[config.mk]
export PLATFORM = sky130hd
export DESIGN_NAME = vseg_xlate
export DESIGN_NICKNAME = d
export VERILOG_FILES = /design/src/rtl/vseg_pkg.sv /design/src/rtl/vseg_decode.sv /design/src/rtl/vseg_fault_sel.sv /design/src/rtl/vseg_fault_regs.sv /design/src/rtl/vseg_xlate.sv
export SDC_FILE = /design/constraint.sdc
export NUM_CORES = 1
export LEC_CHECK = 0
export BUFFER_PORTS_ARGS = -buffer_cell sky130_fd_sc_hd__buf_2
export CORE_MARGIN = 10
export CORE_UTILIZATION = 40
export CTS_CLUSTER_DIAMETER = 150
export CTS_CLUSTER_SIZE = 12
export DETAILED_ROUTE_END_ITERATION = 10
export GPL_ROUTABILITY_DRIVEN = 0
export PLACE_DENSITY = 0.79
export SKIP_LAST_GASP = 1
export SLEW_MARGIN = 30
export SYNTH_ARGS = -nofsm -noshare
export SYNTH_HDL_FRONTEND = slang
export SYNTH_SLANG_ARGS = --single-unit
[constraint.sdc]
create_clock -name clk -period 2.2 [get_ports clk]
set_clock_uncertainty 0.2 [all_clocks]
set_input_delay 0.55 -clock clk [delete_from_list [all_inputs] [get_ports clk]]
set_output_delay 0.55 -clock clk [all_outputs]
set_load 0.02 [all_outputs]
[src/rtl/vseg_pkg.sv]
package vseg_pkg;

  typedef enum logic [2:0] {
    SEG_MAPPED   = 3'd0,
    SEG_IDENT    = 3'd1,
    SEG_CACHED   = 3'd2,
    SEG_UNCACHED = 3'd3,
    SEG_ILLEGAL  = 3'd4
  } seg_kind_e;

  typedef enum logic [1:0] {
    TLB_HIT     = 2'd0,
    TLB_MISS    = 2'd1,
    TLB_INVALID = 2'd2,
    TLB_CLEAN   = 2'd3
  } tlb_stat_e;

  localparam logic [4:0] EXC_NONE    = 5'd0;
  localparam logic [4:0] EXC_TLB_MOD = 5'd1;
  localparam logic [4:0] EXC_TLB_LD  = 5'd2;
  localparam logic [4:0] EXC_TLB_ST  = 5'd3;
  localparam logic [4:0] EXC_ADDR_LD = 5'd4;
  localparam logic [4:0] EXC_ADDR_ST = 5'd5;

  localparam logic [31:0] WIN_CACHED_BASE   = 32'h8000_0000;
  localparam logic [31:0] WIN_UNCACHED_BASE = 32'hA000_0000;

  // Remove a fixed window base from an address.
  function automatic logic [31:0] strip_window(input logic [31:0] a,
                                               input logic [31:0] base);
    return a - base;
  endfunction

  // Context: keep the base field, insert the shifted page-pair number.
  function automatic logic [31:0] next_context(input logic [31:0] old_ctx,
                                               input logic [31:0] a,
                                               input logic [31:0] keep_mask,
                                               input int unsigned shift,
                                               input logic [31:0] field_mask);
    return (old_ctx & keep_mask) | ((a >> shift) & field_mask);
  endfunction

  // Entry-high: page-pair tag with the identifier in the low bits.
  function automatic logic [31:0] next_entryhi(input logic [31:0] a,
                                               input logic [31:0] pair_mask,
                                               input logic [31:0] ident);
    return (a & pair_mask) | ident;
  endfunction

endpackage

[src/rtl/vseg_decode.sv]
module vseg_decode
  import vseg_pkg::*;
(
  input  logic [31:0] vaddr,
  input  logic        user_mode,
  input  logic        err_level,
  output seg_kind_e   kind,
  output logic [31:0] direct_paddr
);

  logic [2:0] region;
  assign region = vaddr[31:29];

  always_comb begin
    direct_paddr = '0;
    kind         = SEG_MAPPED;
    if (user_mode && vaddr[31]) begin
      kind = SEG_ILLEGAL;
    end else if (!vaddr[31]) begin
      if (err_level) begin
        kind         = SEG_IDENT;
        direct_paddr = vaddr;
      end else begin
        kind = SEG_MAPPED;
      end
    end else if (region == 3'b100) begin
      kind         = SEG_CACHED;
      direct_paddr = strip_window(vaddr, WIN_CACHED_BASE);
    end else if (region == 3'b101) begin
      kind         = SEG_UNCACHED;
      direct_paddr = strip_window(vaddr, WIN_UNCACHED_BASE);
    end else begin
      kind = SEG_MAPPED;
    end
  end

endmodule

[src/rtl/vseg_fault_sel.sv]
module vseg_fault_sel
  import vseg_pkg::*;
(
  input  logic       req_valid,
  input  seg_kind_e  kind,
  input  tlb_stat_e  tlb_stat,
  input  logic       is_write,
  output logic       fault,
  output logic [4:0] exc_code
);

  logic [4:0] raw_code;

  always_comb begin
    raw_code = EXC_NONE;
    case (kind)
      SEG_ILLEGAL: raw_code = is_write ? EXC_ADDR_ST : EXC_ADDR_LD;
      SEG_MAPPED: begin
        case (tlb_stat)
          TLB_MISS, TLB_INVALID: raw_code = is_write ? EXC_TLB_ST : EXC_TLB_LD;
          TLB_CLEAN:             raw_code = EXC_TLB_MOD;
          default:               raw_code = EXC_NONE;
        endcase
      end
      default: raw_code = EXC_NONE;
    endcase
  end

  assign exc_code = req_valid ? raw_code : EXC_NONE;
  assign fault    = (exc_code != EXC_NONE);

endmodule

[src/rtl/vseg_fault_regs.sv]
module vseg_fault_regs
  import vseg_pkg::*;
#(
  parameter int unsigned ASID_W    = 8,
  parameter int unsigned PAGE_BITS = 12,
  parameter logic [31:0] CTX_RST   = 32'h1280_0000
) (
  input  logic              clk,
  input  logic              rst_n,
  input  logic              fault_stb,
  input  logic [31:0]       vaddr,
  input  logic [ASID_W-1:0] cur_asid,
  output logic [31:0]       badaddr_q,
  output logic [31:0]       context_q,
  output logic [31:0]       entryhi_q
);

  localparam logic [31:0] PAIR_MASK  = ~((32'd1 << (PAGE_BITS + 1)) - 32'd1);
  localparam int unsigned CTX_SHIFT  = PAGE_BITS - 3;
  localparam int unsigned CTX_FLD_W  = 32 - PAGE_BITS - 1;
  localparam logic [31:0] CTX_FIELD  = ((32'd1 << CTX_FLD_W) - 32'd1) << 4;
  localparam logic [31:0] CTX_KEEP   = ~((32'd1 << (CTX_FLD_W + 4)) - 32'd1);

  logic [31:0] asid_ext;
  assign asid_ext = 32'(cur_asid);

  always_ff @(posedge clk) begin
    if (!rst_n) begin
      badaddr_q <= '0;
      context_q <= CTX_RST;
      entryhi_q <= '0;
    end else if (fault_stb) begin
      badaddr_q <= vaddr;
      context_q <= next_context(context_q, vaddr, CTX_KEEP, CTX_SHIFT, CTX_FIELD);
      entryhi_q <= next_entryhi(vaddr, PAIR_MASK, asid_ext);
    end
  end

  // registers hold when no fault is raised
  p_hold_no_fault_r12: assert property (@(posedge clk) disable iff (!rst_n)
    !fault_stb |=> ($stable(badaddr_q) && $stable(context_q) && $stable(entryhi_q)));

  // faulting address captured
  p_badaddr_load_r9: assert property (@(posedge clk) disable iff (!rst_n)
    fault_stb |=> (badaddr_q == $past(vaddr)));

  // context base field retained across a fault
  p_ctx_base_kept_r10: assert property (@(posedge clk) disable iff (!rst_n)
    fault_stb |=> ((context_q & CTX_KEEP) == ($past(context_q) & CTX_KEEP)));

  // identifier lands in the low bits of entry-high
  p_ehi_ident_r11: assert property (@(posedge clk) disable iff (!rst_n)
    fault_stb |=> (entryhi_q[ASID_W-1:0] == $past(cur_asid)));

endmodule

[src/rtl/vseg_xlate.sv]
module vseg_xlate
  import vseg_pkg::*;
#(
  parameter int unsigned ASID_W    = 8,
  parameter int unsigned PAGE_BITS = 12,
  parameter logic [31:0] CTX_RST   = 32'h1280_0000
) (
  input  logic              clk,
  input  logic              rst_n,
  input  logic              req_valid,
  input  logic [31:0]       vaddr,
  input  logic              is_write,
  input  logic              user_mode,
  input  logic              err_level,
  input  logic [ASID_W-1:0] cur_asid,
  input  logic [1:0]        tlb_status,
  input  logic [31:0]       tlb_paddr,
  output logic [2:0]        seg_kind,
  output logic [31:0]       paddr,
  output logic              fault,
  output logic [4:0]        exc_code,
  output logic [31:0]       badaddr_q,
  output logic [31:0]       context_q,
  output logic [31:0]       entryhi_q
);

  seg_kind_e   kind_w;
  logic [31:0] direct_w;
  tlb_stat_e   tstat_w;
  logic        fault_w;

  assign tstat_w = tlb_stat_e'(tlb_status);

  vseg_decode u_decode (
    .vaddr        (vaddr),
    .user_mode    (user_mode),
    .err_level    (err_level),
    .kind         (kind_w),
    .direct_paddr (direct_w)
  );

  vseg_fault_sel u_fsel (
    .req_valid (req_valid),
    .kind      (kind_w),
    .tlb_stat  (tstat_w),
    .is_write  (is_write),
    .fault     (fault_w),
    .exc_code  (exc_code)
  );

  vseg_fault_regs #(
    .ASID_W    (ASID_W),
    .PAGE_BITS (PAGE_BITS),
    .CTX_RST   (CTX_RST)
  ) u_regs (
    .clk       (clk),
    .rst_n     (rst_n),
    .fault_stb (fault_w),
    .vaddr     (vaddr),
    .cur_asid  (cur_asid),
    .badaddr_q (badaddr_q),
    .context_q (context_q),
    .entryhi_q (entryhi_q)
  );

  always_comb begin
    if (kind_w == SEG_MAPPED)
      paddr = (tstat_w == TLB_HIT) ? tlb_paddr : '0;
    else if (kind_w == SEG_ILLEGAL)
      paddr = '0;
    else
      paddr = direct_w;
  end

  assign seg_kind = 3'(kind_w);
  assign fault    = fault_w;

  // user access to the upper half faults with an address error
  p_user_upper_r1: assert property (@(posedge clk) disable iff (!rst_n)
    (req_valid && user_mode && vaddr[31]) |->
      (fault && (exc_code == (is_write ? 5'd5 : 5'd4))));

  // error-level identity map never faults
  p_err_ident_r3: assert property (@(posedge clk) disable iff (!rst_n)
    (err_level && !vaddr[31]) |-> (!fault && paddr == vaddr));

  // cached kernel window strips its base
  p_cached_win_r4: assert property (@(posedge clk) disable iff (!rst_n)
    (!user_mode && vaddr[31:29] == 3'b100) |->
      (!fault && paddr == {3'b000, vaddr[28:0]}));

  // no strobe, no fault
  p_no_strobe_r8: assert property (@(posedge clk) disable iff (!rst_n)
    !req_valid |-> !fault);

endmodule

== After elaboration in Yosys (flattened, before gate mapping) ==
Index checks and enable logic that the tools add are counted.

* Bits of input ports: 80
* Output and inout port bits: 137
* Word-level logic and storage cells: 36
* Register bits: 96

* Equality and inequality tests: 6
* Add/subtract/negate cells: 2
* Multiplexer cells: 18
* Bitwise operators: 2
* Reduce and logical (&&, ||, !) cells: 5

{| class="wikitable"
|+ Operator list
! operator !! number
|-
| $mux 32 || 7
|-
| $sub 32x32->32 const B || 2
|-
| $or 32x23->32 || 1
|-
| $or 32x8->32 || 1
|-
| $mux 31 || 1
|-
| $pmux 5 s2 || 2
|-
| $eq 3x3->1 const B || 3
|-
| $mux 3 || 3
|-
| $mux 5 || 1
|-
| $reduce_bool 5->1 || 1
|-
| $eq 2x2->1 const B || 2
|-
| $logic_not 3->1 || 1
|-
| $mux 1 || 3
|-
| $eq 2x1->1 const B || 1
|-
| $logic_not 2->1 || 1
|-
| $mux 2 || 1
|-
| $reduce_or 2->1 || 1
|-
| $logic_and 1x1->1 || 1
|}

== Longest topological paths before layout ==
Gate-level depths: netlist (run 1).

* Depth after elaboration: 9
* Depth in mapped cells: 8
* Mapped depth without buffers: 6

== Cells and area by module ==
A second synthesis (run 1) with hierarchy kept.

* Cell total of the unflattened synthesis: 337
* Area total of the unflattened synthesis: 3141.8 um^2

{| class="wikitable"
|+ By module, submodules not included
! module !! sequential area each (um^2) !! times used !! area each (um^2) !! cells each
|-
| vseg_fault_regs || 800.8 || 1 || 1985.7 || 187
|-
| vseg_xlate || 0.0 || 1 || 683.2 || 80
|-
| vseg_decode || 0.0 || 1 || 352.8 || 52
|-
| vseg_fault_sel || 0.0 || 1 || 120.1 || 18
|}

== Least setup slack after synthesis (run 1) ==
Ideal clock, no wire load.

* Path type: input to output
* Start point: in vaddr[29]
* End point: out exc_code[1]
* Cell stages on the path: 7
* Path buffers: 2
* Data arrival time: 1.900 ns
* Slack: -0.450 ns
* Required time: 1.450 ns
* Cells stage by stage: inv_1 > ha_1 > nor2_1 > o211ai_2 > buf_2 > buf_2 > nor3_1

* Word-level cells in the longest chain between the ends: 8
* Elaborated cells between the ends (all ways): 10
* Those cells by class: 3 x eq/ne; 6 x mux; 1 x reduce/logical

{| class="wikitable"
|+ RTL lines
! what !! RTL line !! RTL
|-
| from (decl) || vseg_xlate.sv:11 || <nowiki>input logic [31:0] vaddr,</nowiki>
|-
| $eq 3x3->1 || vseg_decode.sv:29 || <nowiki>end else if (region == 3'b101) begin</nowiki>
|-
| $mux 2 || vseg_decode.sv:29 ||
|-
| $mux 3 * || vseg_decode.sv:26 || <nowiki>end else if (region == 3'b100) begin</nowiki>
|-
| $mux 3 * || vseg_decode.sv:19 || <nowiki>end else if (!vaddr[31]) begin</nowiki>
|-
| $mux 3 * || vseg_decode.sv:17 || <nowiki>if (user_mode && vaddr[31]) begin</nowiki>
|-
| $eq 3x3->1 / $logic_not 3->1 (equally long branches) || vseg_fault_sel.sv:16 || <nowiki>case (kind)</nowiki>
|-
| $pmux 5 s2 * || vseg_fault_sel.sv:16 ||
|-
| $mux 5 * || vseg_fault_sel.sv:29 || <nowiki>assign exc_code = req_valid ? raw_code : EXC_NONE;</nowiki>
|-
| to (decl) || vseg_xlate.sv:21 || <nowiki>output logic [4:0] exc_code,</nowiki>
|}

Every way passes the cells marked *; elsewhere a longest branch is shown, timed or not.

== Worst setup path after layout (run 1) ==
* Start point: in vaddr[30]
* End point: out paddr[0]

* Word-level cells in the longest chain between the ends: 8
* Elaborated cells between the ends (all ways): 14
* Those cells by class: 3 x eq/ne; 10 x mux; 1 x reduce/logical

{| class="wikitable"
|+ RTL lines
! what !! RTL line !! RTL
|-
| $eq 3x3->1 || vseg_decode.sv:29 ||
|-
| $mux 2 || vseg_decode.sv:29 ||
|-
| $mux 3 || vseg_decode.sv:26 ||
|-
| $mux 3 || vseg_decode.sv:19 ||
|-
| $mux 3 || vseg_decode.sv:17 ||
|-
| $eq 3x3->1 || vseg_xlate.sv:69 || <nowiki>else if (kind_w == SEG_ILLEGAL)</nowiki>
|-
| $mux 32 || vseg_xlate.sv:69 ||
|-
| $mux 32 * || vseg_xlate.sv:67 || <nowiki>if (kind_w == SEG_MAPPED)</nowiki>
|-
| to (decl) || vseg_xlate.sv:19 || <nowiki>output logic [31:0] paddr,</nowiki>
|}

Marks and branches as above.

==> results of run 1 <==
==> worst min-delay path by stage <==
stage,start,endpoint,slack [ns]
2_1_floorplan,u_regs.badaddr_q[0]$_SDFFE_PN0P_,u_regs.badaddr_q[0]$_SDFFE_PN0P_,0.39
3_3_place_gp,u_regs.entryhi_q[1]$_SDFFE_PN0P_,u_regs.entryhi_q[1]$_SDFFE_PN0P_,0.30
3_5_place_dp,u_regs.badaddr_q[7]$_SDFFE_PN0P_,u_regs.badaddr_q[7]$_SDFFE_PN0P_,0.31
4_1_cts,u_regs.badaddr_q[7]$_SDFFE_PN0P_,u_regs.badaddr_q[7]$_SDFFE_PN0P_,0.32
5_1_grt,u_regs.badaddr_q[11]$_SDFFE_PN0P_,u_regs.badaddr_q[11]$_SDFFE_PN0P_,0.34
6_report,u_regs.badaddr_q[7]$_SDFFE_PN0P_,u_regs.badaddr_q[7]$_SDFFE_PN0P_,0.32
==> power breakdown <==
group,switching [mW],internal [mW]
Clock,0.265,0.401
Combinational,0.789,0.605
Sequential,0.0793,0.802
==> synthesized netlist by cell type <==
cell type and number:
or2b_4 1, nand3_4 1, dfxtp_1 40, a2bb2o_1 1
a32o_1 1, a221o_1 1, nand2b_2 1, o32a_1 40
buf_6 5, nor2_1 5, o32ai_1 1, conb_1 2
inv_1 8, o21ai_1 2, o21ai_0 2, nor2b_1 2
ha_1 6, buf_4 62, clkbuf_1 27, or3_1 1
a22o_1 30, nand4_1 40, buf_2 11, a22oi_1 1
inv_2 1, and2_1 1, nand3b_1 1, nor3_1 1
o211ai_2 41, nand2_1 84
==> metrics by stage <==
stage | total power, mW | hold WS, ns | worst slack [ns] | cell area, um2
after floorplan | 1.793 | 0.3886 | -0.1649 | 3933
after global placement | 2.072 | 0.2972 | -0.4524 | 4687
after detailed placement | 2.110 | 0.3075 | -0.5008 | 4687
after CTS | 2.883 | 0.3191 | -0.3668 | 5249
after global routing | 3.094 | 0.3358 | -0.4543 | 5466
final | 2.942 | 0.3173 | -0.4069 | 5466
==> critical path: stages <==
cell and delay [ns]:
buf_8 0.09, inv_8 0.04, ha_4 0.16, o32ai_2 0.24, and2_4 0.21, buf_12 0.12
buf_12 0.10, buf_12 0.12, a22o_4 0.12, buf_6 0.11
==> cells by family (layout without fill, tap and decap cells) <==
logic type               Yosys count  after routing  synth area share
flip-flops                        40             40            0.2290
AO/OA/AOI/OAI                    120            120            0.3553
adder cells (fa/ha/maj)            6              6           0.02147
other                              2             20          0.002147
buffers and inverters            114            264            0.2036
AND/OR/NAND/NOR                  138            138            0.1886
==> metal layers <==
layer	vias to the layer above	track usage
met3	20	0.06037
met4	0	0.06684
met1	1908	0.1981
met5	-	0
li1	1842	-
met2	179	0.3562
==> area by class of cell <==
cell class,instances,area [um2],area share
multi-input cells,284,2450,0.4482
repair buffers,247,1908,0.3491
flip-flops and latches,40,800.8,0.1465
well taps,108,135.1,0.02472
clock buffers,7,96.34,0.01762
inverters,9,46.29,0.008469
clock inverters,1,30.03,0.005493
==> flip-flops by register name, summed over array words and instances (netlist names) <==
register,count
u_regs.badaddr_q,31
u_regs.entryhi_q,9
==> timing repair <==
| item | in CTS | in global routing |
|---|---|---|
| setup buffers | 9 | 9 |
| gates resized for setup | 83 | 23 |
| cloned | 2 | 6 |
| pin swaps | 7 | 38 |
| setup endpoints to repair | 61 | 67 |
==> results.md, run 1 <==
* Status: finished with violations
* Failing checks: setup timing
* Vias in the first global route at 3933
* Total Wirelength at 14010 um
* Req. time, crit path at 1.45 ns
* Peak VDD IR at 0.2758 mV
* Worst skew pair latency at 0.29 ns
* Post-DR wirelength/cell at 20.14 um
* Commonest non-fill, non-tap cell in the layout: buf_2
* Vias at 3949
* First-pass GRT wire length at 20750 um
* Hold_buf cts at 0
* Ant. Diodes at 0
* Final setup viols at 75
* Max-slew violations at 0
* Mapped Cells at 420
* Yosys reg bits at 40
* Initial antenna violation count at 0
* Ratio of cells with drive above 1 in the final layout at 0.5901
* Die footprint at 0.01288 mm2
* CTS Root Cell: clkbuf_8
* Capturing point of the worst reg2reg path: u_regs.badaddr_q[24]$_SDFFE_PN0P_
* Peak Freq at 383.6 MHz
* Mapped Avg Cell Area at 8.326 um2
* Max H-tree Level at 2
* Startpoint types: primary input
* Met2 wire len at 7564 um
* First-pass iteration count of the detailed router at 5
* IO Port Bufs at 196
* Register area share after synthesis at 0.2290
* Final TNS setup at -13.28 ns
* P_leak at 2.689 nW
* Largest net degree at the start of global routing at 81
* Pwr dens at 538.3 mW/mm2
* CTS tree: done
* Reg-to-reg startpoint: u_regs.badaddr_q[24]$_SDFFE_PN0P_
* Max Cap Viol at 0
* Ports at 217
* Fill count at 720
* Yosys top cell by area: dfxtp_1
* GRT Total Usage at 0.1923
* Nets at 673
* R2r setup slk at 1.10 ns
* Synth Cell Area at 0.003497 mm2
* CP endpoint kind: primary output
* Top cell type's share of synthesized area at 0.2290
* Post-Layout Cell Count at 696
* Final critical-path setup slack at -0.4069 ns
* Utilization after layout at 0.6330
* Placed Cells at 666
* Crit Path Max Fanout at 6
* CTS Buf Count at 5
* Tmin final at 2.607 ns
* Clock Path Buffers at 2
* Routed vias/inst at 5.674
* Met3 wire length at 1194 um
* Area grow syn2layout at 56.31%
* Iter 0 DRT Violations at 263
* Synth cell types at 30
* Critical path startpoint: vaddr[30]
* # DRC at 0
* R2R cell count at 3
* Die height at 113.5 um
* GRT Residual Overflow at 0
* Max Used Layer: met4
* Most frequent cells in the layout: buf_2 (157), nand2_1 (83)
* Crit path kind: primary input to primary output
* Arrival @ worst endpoint at 1.86 ns
* Clock slew seen by the registers of the worst setup and hold paths at 0.08 ns
* Met1 Routed Length at 4915 um
* Synth warn at 0
* Hold Path Stages at 2
* Worst Setup EP: paddr[0]
* Placed wire-length estimate at 9691 um
* Core ar. at 0.008636 mm2
* RSZ-0062 raised after global routing: true
* Clk sinks at 40
* Final Hold Vio Count at 0
* Die span in x at 113.5 um
* Worst Hold Class: flop to flop
* Period utilization at 1.185
* Top post-synthesis cells by area: dfxtp_1 (23%), o211ai_2 (15%), buf_4 (13%)
* Cell Rows at 34
* Final antenna-violating net count at 0
* Initial core utilization at 0.4050
No activity file was read; power rests on OpenSTA's default activity.
==> inputs of run 2 (changes only) <==
--- a/config.mk
+++ b/config.mk
@@ -6,13 +6,16 @@
 export NUM_CORES = 1
 export LEC_CHECK = 0
 export BUFFER_PORTS_ARGS = -buffer_cell sky130_fd_sc_hd__buf_2
+export CAP_MARGIN = 20
+export CELL_PAD_IN_SITES_DETAIL_PLACEMENT = 2
+export CELL_PAD_IN_SITES_GLOBAL_PLACEMENT = 2
 export CORE_MARGIN = 10
-export CORE_UTILIZATION = 40
+export CORE_UTILIZATION = 21
 export CTS_CLUSTER_DIAMETER = 150
 export CTS_CLUSTER_SIZE = 12
 export DETAILED_ROUTE_END_ITERATION = 10
 export GPL_ROUTABILITY_DRIVEN = 0
-export PLACE_DENSITY = 0.79
+export PLACE_DENSITY_LB_ADDON = 0.1
 export SKIP_LAST_GASP = 1
 export SLEW_MARGIN = 30
 export SYNTH_ARGS = -nofsm -noshare
==> run 2 against run 1 <==
The flow still finishes with violations (setup timing). Highest routed layer unchanged. Clock-buffer cell count down 2. Largest cell class unchanged. Critical endpoint is now paddr[14]. Clock power increased by 48%. Register-to-register slack better by 0.07 ns. Fmax rose by 1.4%. Sequential share of layout area down 0.25 points.
==> results.md, run 2 (synthesis gave the netlist of run 1 again) <==
* Status: finished with violations
* Failing checks: setup timing
* # DRC at 0 (unchanged)
* Post-Layout Cell Count at 808 (+16%)
* GRT Residual Overflow at 0 (unchanged)
* First-pass GRT wire length at 24560 um (+18%)
* Clk sinks at 40 (unchanged)
* Fill count at 1874 (+160%)
* Initial antenna violation count at 1 (+1)
* Max-slew violations at 0 (unchanged)
* Vias in the first global route at 4348 (+11%)
* Clock slew seen by the registers of the worst setup and hold paths at 0.06 ns (-0.02 ns)
* Largest net degree at the start of global routing at 47 (-42%)
* Crit Path Max Fanout at 7 (+1)
* Ports at 217 (unchanged)
* P_leak at 2.659 nW (-1.1%)
* GRT Total Usage at 0.1378 (-0.05448)
* Hold_buf cts at 0 (unchanged)
* Reg-to-reg startpoint: u_regs.badaddr_q[25]$_SDFFE_PN0P_
* Vias at 3880 (-1.7%)
* Pwr dens at 580.9 mW/mm2 (+7.9%)
* Peak VDD IR at 0.2703 mV (-2.0%)
* Worst Hold End: u_regs.badaddr_q[7]$_SDFFE_PN0P_
* CTS Buf Count at 5 (unchanged)
* Routed vias/inst at 4.802 (-15%)
* Final Hold Vio Count at 0 (unchanged)
* Arrival @ worst endpoint at 1.82 ns (-0.04 ns)
* Pre-CTS WS at -0.5055 ns (-0.004683 ns)
* Top Registers: u_regs.badaddr_q (31), u_regs.entryhi_q (9)
* Cell Rows at 47 (+38%)
* Core ar. at 0.01647 mm2 (+91%)
* Ratio of cells with drive above 1 in the final layout at 0.5963 (+0.006116)
* R2r setup slk at 1.17 ns (+0.07 ns)
* Startpoint types: primary input
* Max H-tree Level at 2 (unchanged)
* Final antenna-violating net count at 0 (unchanged)
* Start point of the worst min-delay path: u_regs.badaddr_q[7]$_SDFFE_PN0P_
* Placed wire-length estimate at 12110 um (+25%)
* Most frequent cells in the layout: buf_2 (158), nand2_1 (83)
* IO Port Bufs at 196 (unchanged)
* Req. time, crit path at 1.45 ns (about the same)
* Commonest non-fill, non-tap cell in the layout: buf_2
* Worst Hold Class: flop to flop
* Placed Cells at 787 (+18%)
* Hold Path Stages at 2 (unchanged)
* Clock Path Buffers at 2 (unchanged)
* Worst skew pair latency at 0.29 ns (about the same)
* CTS Root Cell: clkbuf_16
* Die height at 149.0 um (+31%)
* Largest register FFs at 31 (unchanged)
* Die footprint at 0.02221 mm2 (+72%)
* CP endpoint kind: primary output
* Initial core utilization at 0.2124 (-0.1926)
* Tmin final at 2.570 ns (-0.03706 ns)
* Final setup viols at 63 (-16%)
* Max Cap Viol at 0 (unchanged)
* Iter 0 DRT Violations at 105 (-60%)
* Die span in x at 149.0 um (+31%)
* Total Wirelength at 16130 um (+15%)
* Nets at 673 (unchanged)
* CTS tree: done
* Capturing point of the worst reg2reg path: u_regs.badaddr_q[25]$_SDFFE_PN0P_
* Area grow syn2layout at 59.07%
* Period utilization at 1.168 (-0.01685)
* Peak Freq at 389.1 MHz (+1.4%)
* Multi-input gate area at 0.002444 mm2 (-0.26%)
* Post-DR wirelength/cell at 19.96 um (-0.85%)
* RSZ-0062 raised after global routing: true
* Crit path kind: primary input to primary output
* Largest register by flop count: u_regs.badaddr_q
* R2R cell count at 3 (unchanged)
* First-pass iteration count of the detailed router at 4 (-1)
* Final critical-path setup slack at -0.3698 ns (+0.03706 ns)
* Register area at 800.8 um2 (unchanged)
[run 2: worst max-delay path by stage]
stage | slack, ns | end | from | depth (start not counted)
2_1_floorplan | -0.16 | exc_code[1] | vaddr[30] | 7
3_3_place_gp | -0.49 | paddr[25] | vaddr[29] | 8
3_5_place_dp | -0.51 | paddr[21] | vaddr[29] | 8
4_1_cts | -0.34 | paddr[21] | vaddr[30] | 9
5_1_grt | -0.43 | paddr[18] | vaddr[30] | 9
6_report | -0.37 | paddr[14] | vaddr[30] | 9
[run 2: worst max-delay path: stages]
cell and delay (ns):
buf_8 0.09, inv_8 0.04, ha_4 0.16, o32ai_2 0.25, and2_4 0.23, buf_12 0.13
buf_12 0.14, a22o_4 0.12, buf_6 0.11
[run 2: area by class of cell]
cell class,count,share of cell area
repair buffers,247,0.3252
inverters,9,0.008322
clock inverters,2,0.01080
flip-flops and latches,40,0.1439
diodes,1,0.0004498
multi-input cells,284,0.4393
well taps,220,0.04948
clock buffers,5,0.02249
[run 2: timing repair]
| item | in CTS | in global routing |
|---|---|---|
| gates cloned | 2 | 0 |
| pin swaps | 9 | 5 |
| endpoints found under the setup margin | 74 | 74 |
| buffers inserted | 8 | 5 |
| resized for setup | 87 | 10 |
[run 2: routing by layer]
metal,global-route usage,vias to the layer above,part of all wire
met5,0,-,0
met4,0.03435,0,0.011
met3,0.03792,11,0.059
met2,0.2613,111,0.54
met1,0.1458,1911,0.39
li1,-,1847,-
[run 2: per-stage QoR]
stage	TNS [ns]	area, um2	total power [mW]	utilization	hold slack [ns]
4_1_cts	-12.02	5518	3.285	0.3351	0.3210
3_3_place_gp	-29.21	4933	2.143	0.2996	0.2982
2_1_floorplan	-4.690	3933	1.793	-	0.3886
6_report	-13.07	5563	3.232	0.3378	0.3153
3_5_place_dp	-32.13	4933	2.179	0.2996	0.3110
5_1_grt	-16.73	5563	3.413	0.3378	0.3450
[run 2: report_power, final]
group	switching [mW]	leakage [nW]	internal, mW
sequential	0.0749	0.329	0.803
clock	0.338	0.0899	0.645
combinational	0.792	2.24	0.579
total	1.20	2.66	2.03
==> inputs of run 3 (changes only) <==
--- a/config.mk
+++ b/config.mk
@@ -9,7 +9,6 @@
 export CAP_MARGIN = 20
 export CELL_PAD_IN_SITES_DETAIL_PLACEMENT = 2
 export CELL_PAD_IN_SITES_GLOBAL_PLACEMENT = 2
-export CORE_MARGIN = 10
 export CORE_UTILIZATION = 21
 export CTS_CLUSTER_DIAMETER = 150
 export CTS_CLUSTER_SIZE = 12
==> run 3 against run 2 <==
The run still ends with setup timing left. Worst setup slack gained 0.015 ns. Non-clock buffer count grew 15. Utilization grew 2.8 points. Fmax grew 0.60%. Cell area grew 5.7%. Combinational power grew 7%. Clock power shrank 5.3%. Critical path depth is the same. Sequential cell count is the same. Largest cell class unchanged. Largest power group unchanged.
==> results.md, run 3 (synthesis gave the netlist of run 1 again) <==
* Crit path kind: primary input to primary output
* Top Registers: u_regs.badaddr_q (31), u_regs.entryhi_q (9)
* Total Wirelength at 15880 um (-1.5%)
* Peak Freq at 391.5 MHz (+0.60%)
* Final antenna-violating net count at 0 (unchanged)
* Max Cap Viol at 0 (unchanged)
* CTS Buf Count at 5 (unchanged)
* Period utilization at 1.161 (-0.006919)
* Die footprint at 0.01717 mm2 (-23%)
* Vias in the first global route at 4163 (-4.3%)
* Die span in x at 131.0 um (-12%)
* Area grow syn2layout at 68.19%
* Post-DR wirelength/cell at 19.39 um (-2.9%)
* CTS tree: done
* Crit Path Max Fanout at 8 (+1)
* Placed Cells at 787 (unchanged)
* Utilization after layout at 0.3663 (+0.02845)
* Initial core utilization at 0.2178 (+0.005395)
* Clock Path Buffers at 2 (unchanged)
* Core ar. at 0.01606 mm2 (-2.5%)
* Max-slew violations at 0 (unchanged)
* Multi-input gate area at 0.002469 mm2 (+1.0%)
* Nets at 688 (+2.2%)
* Req. time, crit path at 1.45 ns (about the same)
* Clock slew seen by the registers of the worst setup and hold paths at 0.07 ns (about the same)
* Commonest non-fill, non-tap cell in the layout: buf_2
* Status: finished with violations
* Final critical-path setup slack at -0.3546 ns (+0.01522 ns)
* Placed cell area at 0.004921 mm2 (-0.25%)
* CTS Root Cell: clkbuf_16
* Final Hold Vio Count at 0 (unchanged)
* P_leak at 2.816 nW (+5.9%)
* Vias at 4000 (+3.1%)
* Largest net degree at the start of global routing at 47 (unchanged)
* WHS at 0.3208 ns (+0.005492 ns)
* Routed vias/inst at 4.884 (+1.7%)
* Placed wire-length estimate at 10560 um (-13%)
* Register area at 800.8 um2 (unchanged)
* Die height at 131.0 um (-12%)
* Max H-tree Level at 2 (unchanged)
* Startpoint types: primary input
* Power Total at 3.282 mW (+1.5%)
* IO Port Bufs at 196 (unchanged)
* CP endpoint kind: primary output
* Tmin final at 2.555 ns (-0.01522 ns)
* Final instance area at 0.005882 mm2 (+5.7%)
* Crit-path max cell delay at 0.24 ns (about the same)
* CP most frequent cell: buf_12
* # DRC at 0 (unchanged)
* GRT Residual Overflow at 0 (unchanged)
* Pwr dens at 557.9 mW/mm2 (-4.0%)
* Most frequent cells in the layout: buf_2 (156), nand2_1 (82), buf_6 (45)
* Final setup viols at 42 (-33%)
* Largest register FFs at 31 (unchanged)
* Final TNS setup at -11.25 ns (+1.820 ns)
* Ratio of cells with drive above 1 in the final layout at 0.6086 (+0.01237)
* Iter 0 DRT Violations at 113 (+7.6%)
* RSZ-0062 raised after global routing: true
* Clk sinks at 40 (unchanged)
* Post-Layout Cell Count at 819 (+1.4%)
* Worst Hold Class: flop to flop
* Pre-CTS WS at -0.5728 ns (-0.06726 ns)
* First-pass iteration count of the detailed router at 4 (unchanged)
* Crit path cell chain: buf_8 > inv_4 > ha_4 > o32ai_2 > and2_4 > buf_12 > buf_12 > a2bb2o_4 > buf_6
* Failing checks: setup timing
* Worst skew pair latency at 0.29 ns (about the same)
* GRT Total Usage at 0.1683 (+0.03048)
* Ant. Diodes at 0 (-1)
* Initial antenna violation count at 0 (-1)
* Peak VDD IR at 0.2858 mV (+5.7%)
* Arrival @ worst endpoint at 1.80 ns (-0.02 ns)
* Ports at 217 (unchanged)
* Cell Rows at 46 (-2.1%)
* Fill count at 1776 (-5.2%)
* First-pass GRT wire length at 21970 um (-11%)
* Crit path max-delay cell type: o32ai_2
* Largest register by flop count: u_regs.badaddr_q
==> run 3: cell count changes in the layout (fill, tap and decap cells not counted), moves of 2 or more <==
cell,change
buf_4,-3
buf_6,+11
nand2_2,+2
buf_2,-2
buf_16,+2
inv_2,-2
clkbuf_8,+2
clkbuf_16,+6
nor2_4,+2
inv_1,+2
buf_8,+2
==> run 3: path summary, 6_finish.rpt <==
path,start,to,slack (ns),cells after the start
worst min register to register,u_regs.entryhi_q[3]$_SDFFE_PN0P_,u_regs.entryhi_q[3]$_SDFFE_PN0P_,0.32,2
worst min-delay path,u_regs.entryhi_q[3]$_SDFFE_PN0P_,u_regs.entryhi_q[3]$_SDFFE_PN0P_,0.32,2
worst max-delay path,vaddr[29],paddr[31],-0.35,9
worst max register to register,u_regs.badaddr_q[21]$_SDFFE_PN0P_,u_regs.badaddr_q[21]$_SDFFE_PN0P_,1.14,3
==> run 3: layer usage <==
layer / GRT usage / part of all wire / vias to the layer above
li1: - / - / 1879
met1: 0.1843 / 0.40 / 1998
met2: 0.3243 / 0.53 / 113
met3: 0.03502 / 0.049 / 10
met4: 0.04530 / 0.012 / 0
met5: 0 / 0 / -
==> run 3: cell type report <==
type / instances / share of cell area
clock buffers: 7 / 0.02595
well taps: 216 / 0.04595
inverters: 9 / 0.007445
clock inverters: 1 / 0.005105
multi-input cells: 284 / 0.4197
flip-flops and latches: 40 / 0.1361
repair buffers: 262 / 0.3597
==> run 3: worst max-delay path, delay by kind of cell <==
kind	cells	cell delay [ns]
simple gates	1	0.22
compound gates	2	0.37
fa+ha+maj	1	0.15
buf+inv	5	0.51
==> run 3: where the power goes <==
group | internal (mW) | switching (mW) | leakage [nW]
clock network | 0.598 | 0.333 | 0.0901
registers | 0.803 | 0.0789 | 0.329
logic | 0.650 | 0.818 | 2.40
==> run 3: timing repair <==
action | in CTS | in global routing
resized for setup | 99 | 23
endpoints found under the setup margin | 37 | 70
buffers inserted | 10 | 6
pin swaps | 18 | 52
gates cloned | 2 | 9
hold buffers | 0 | 0
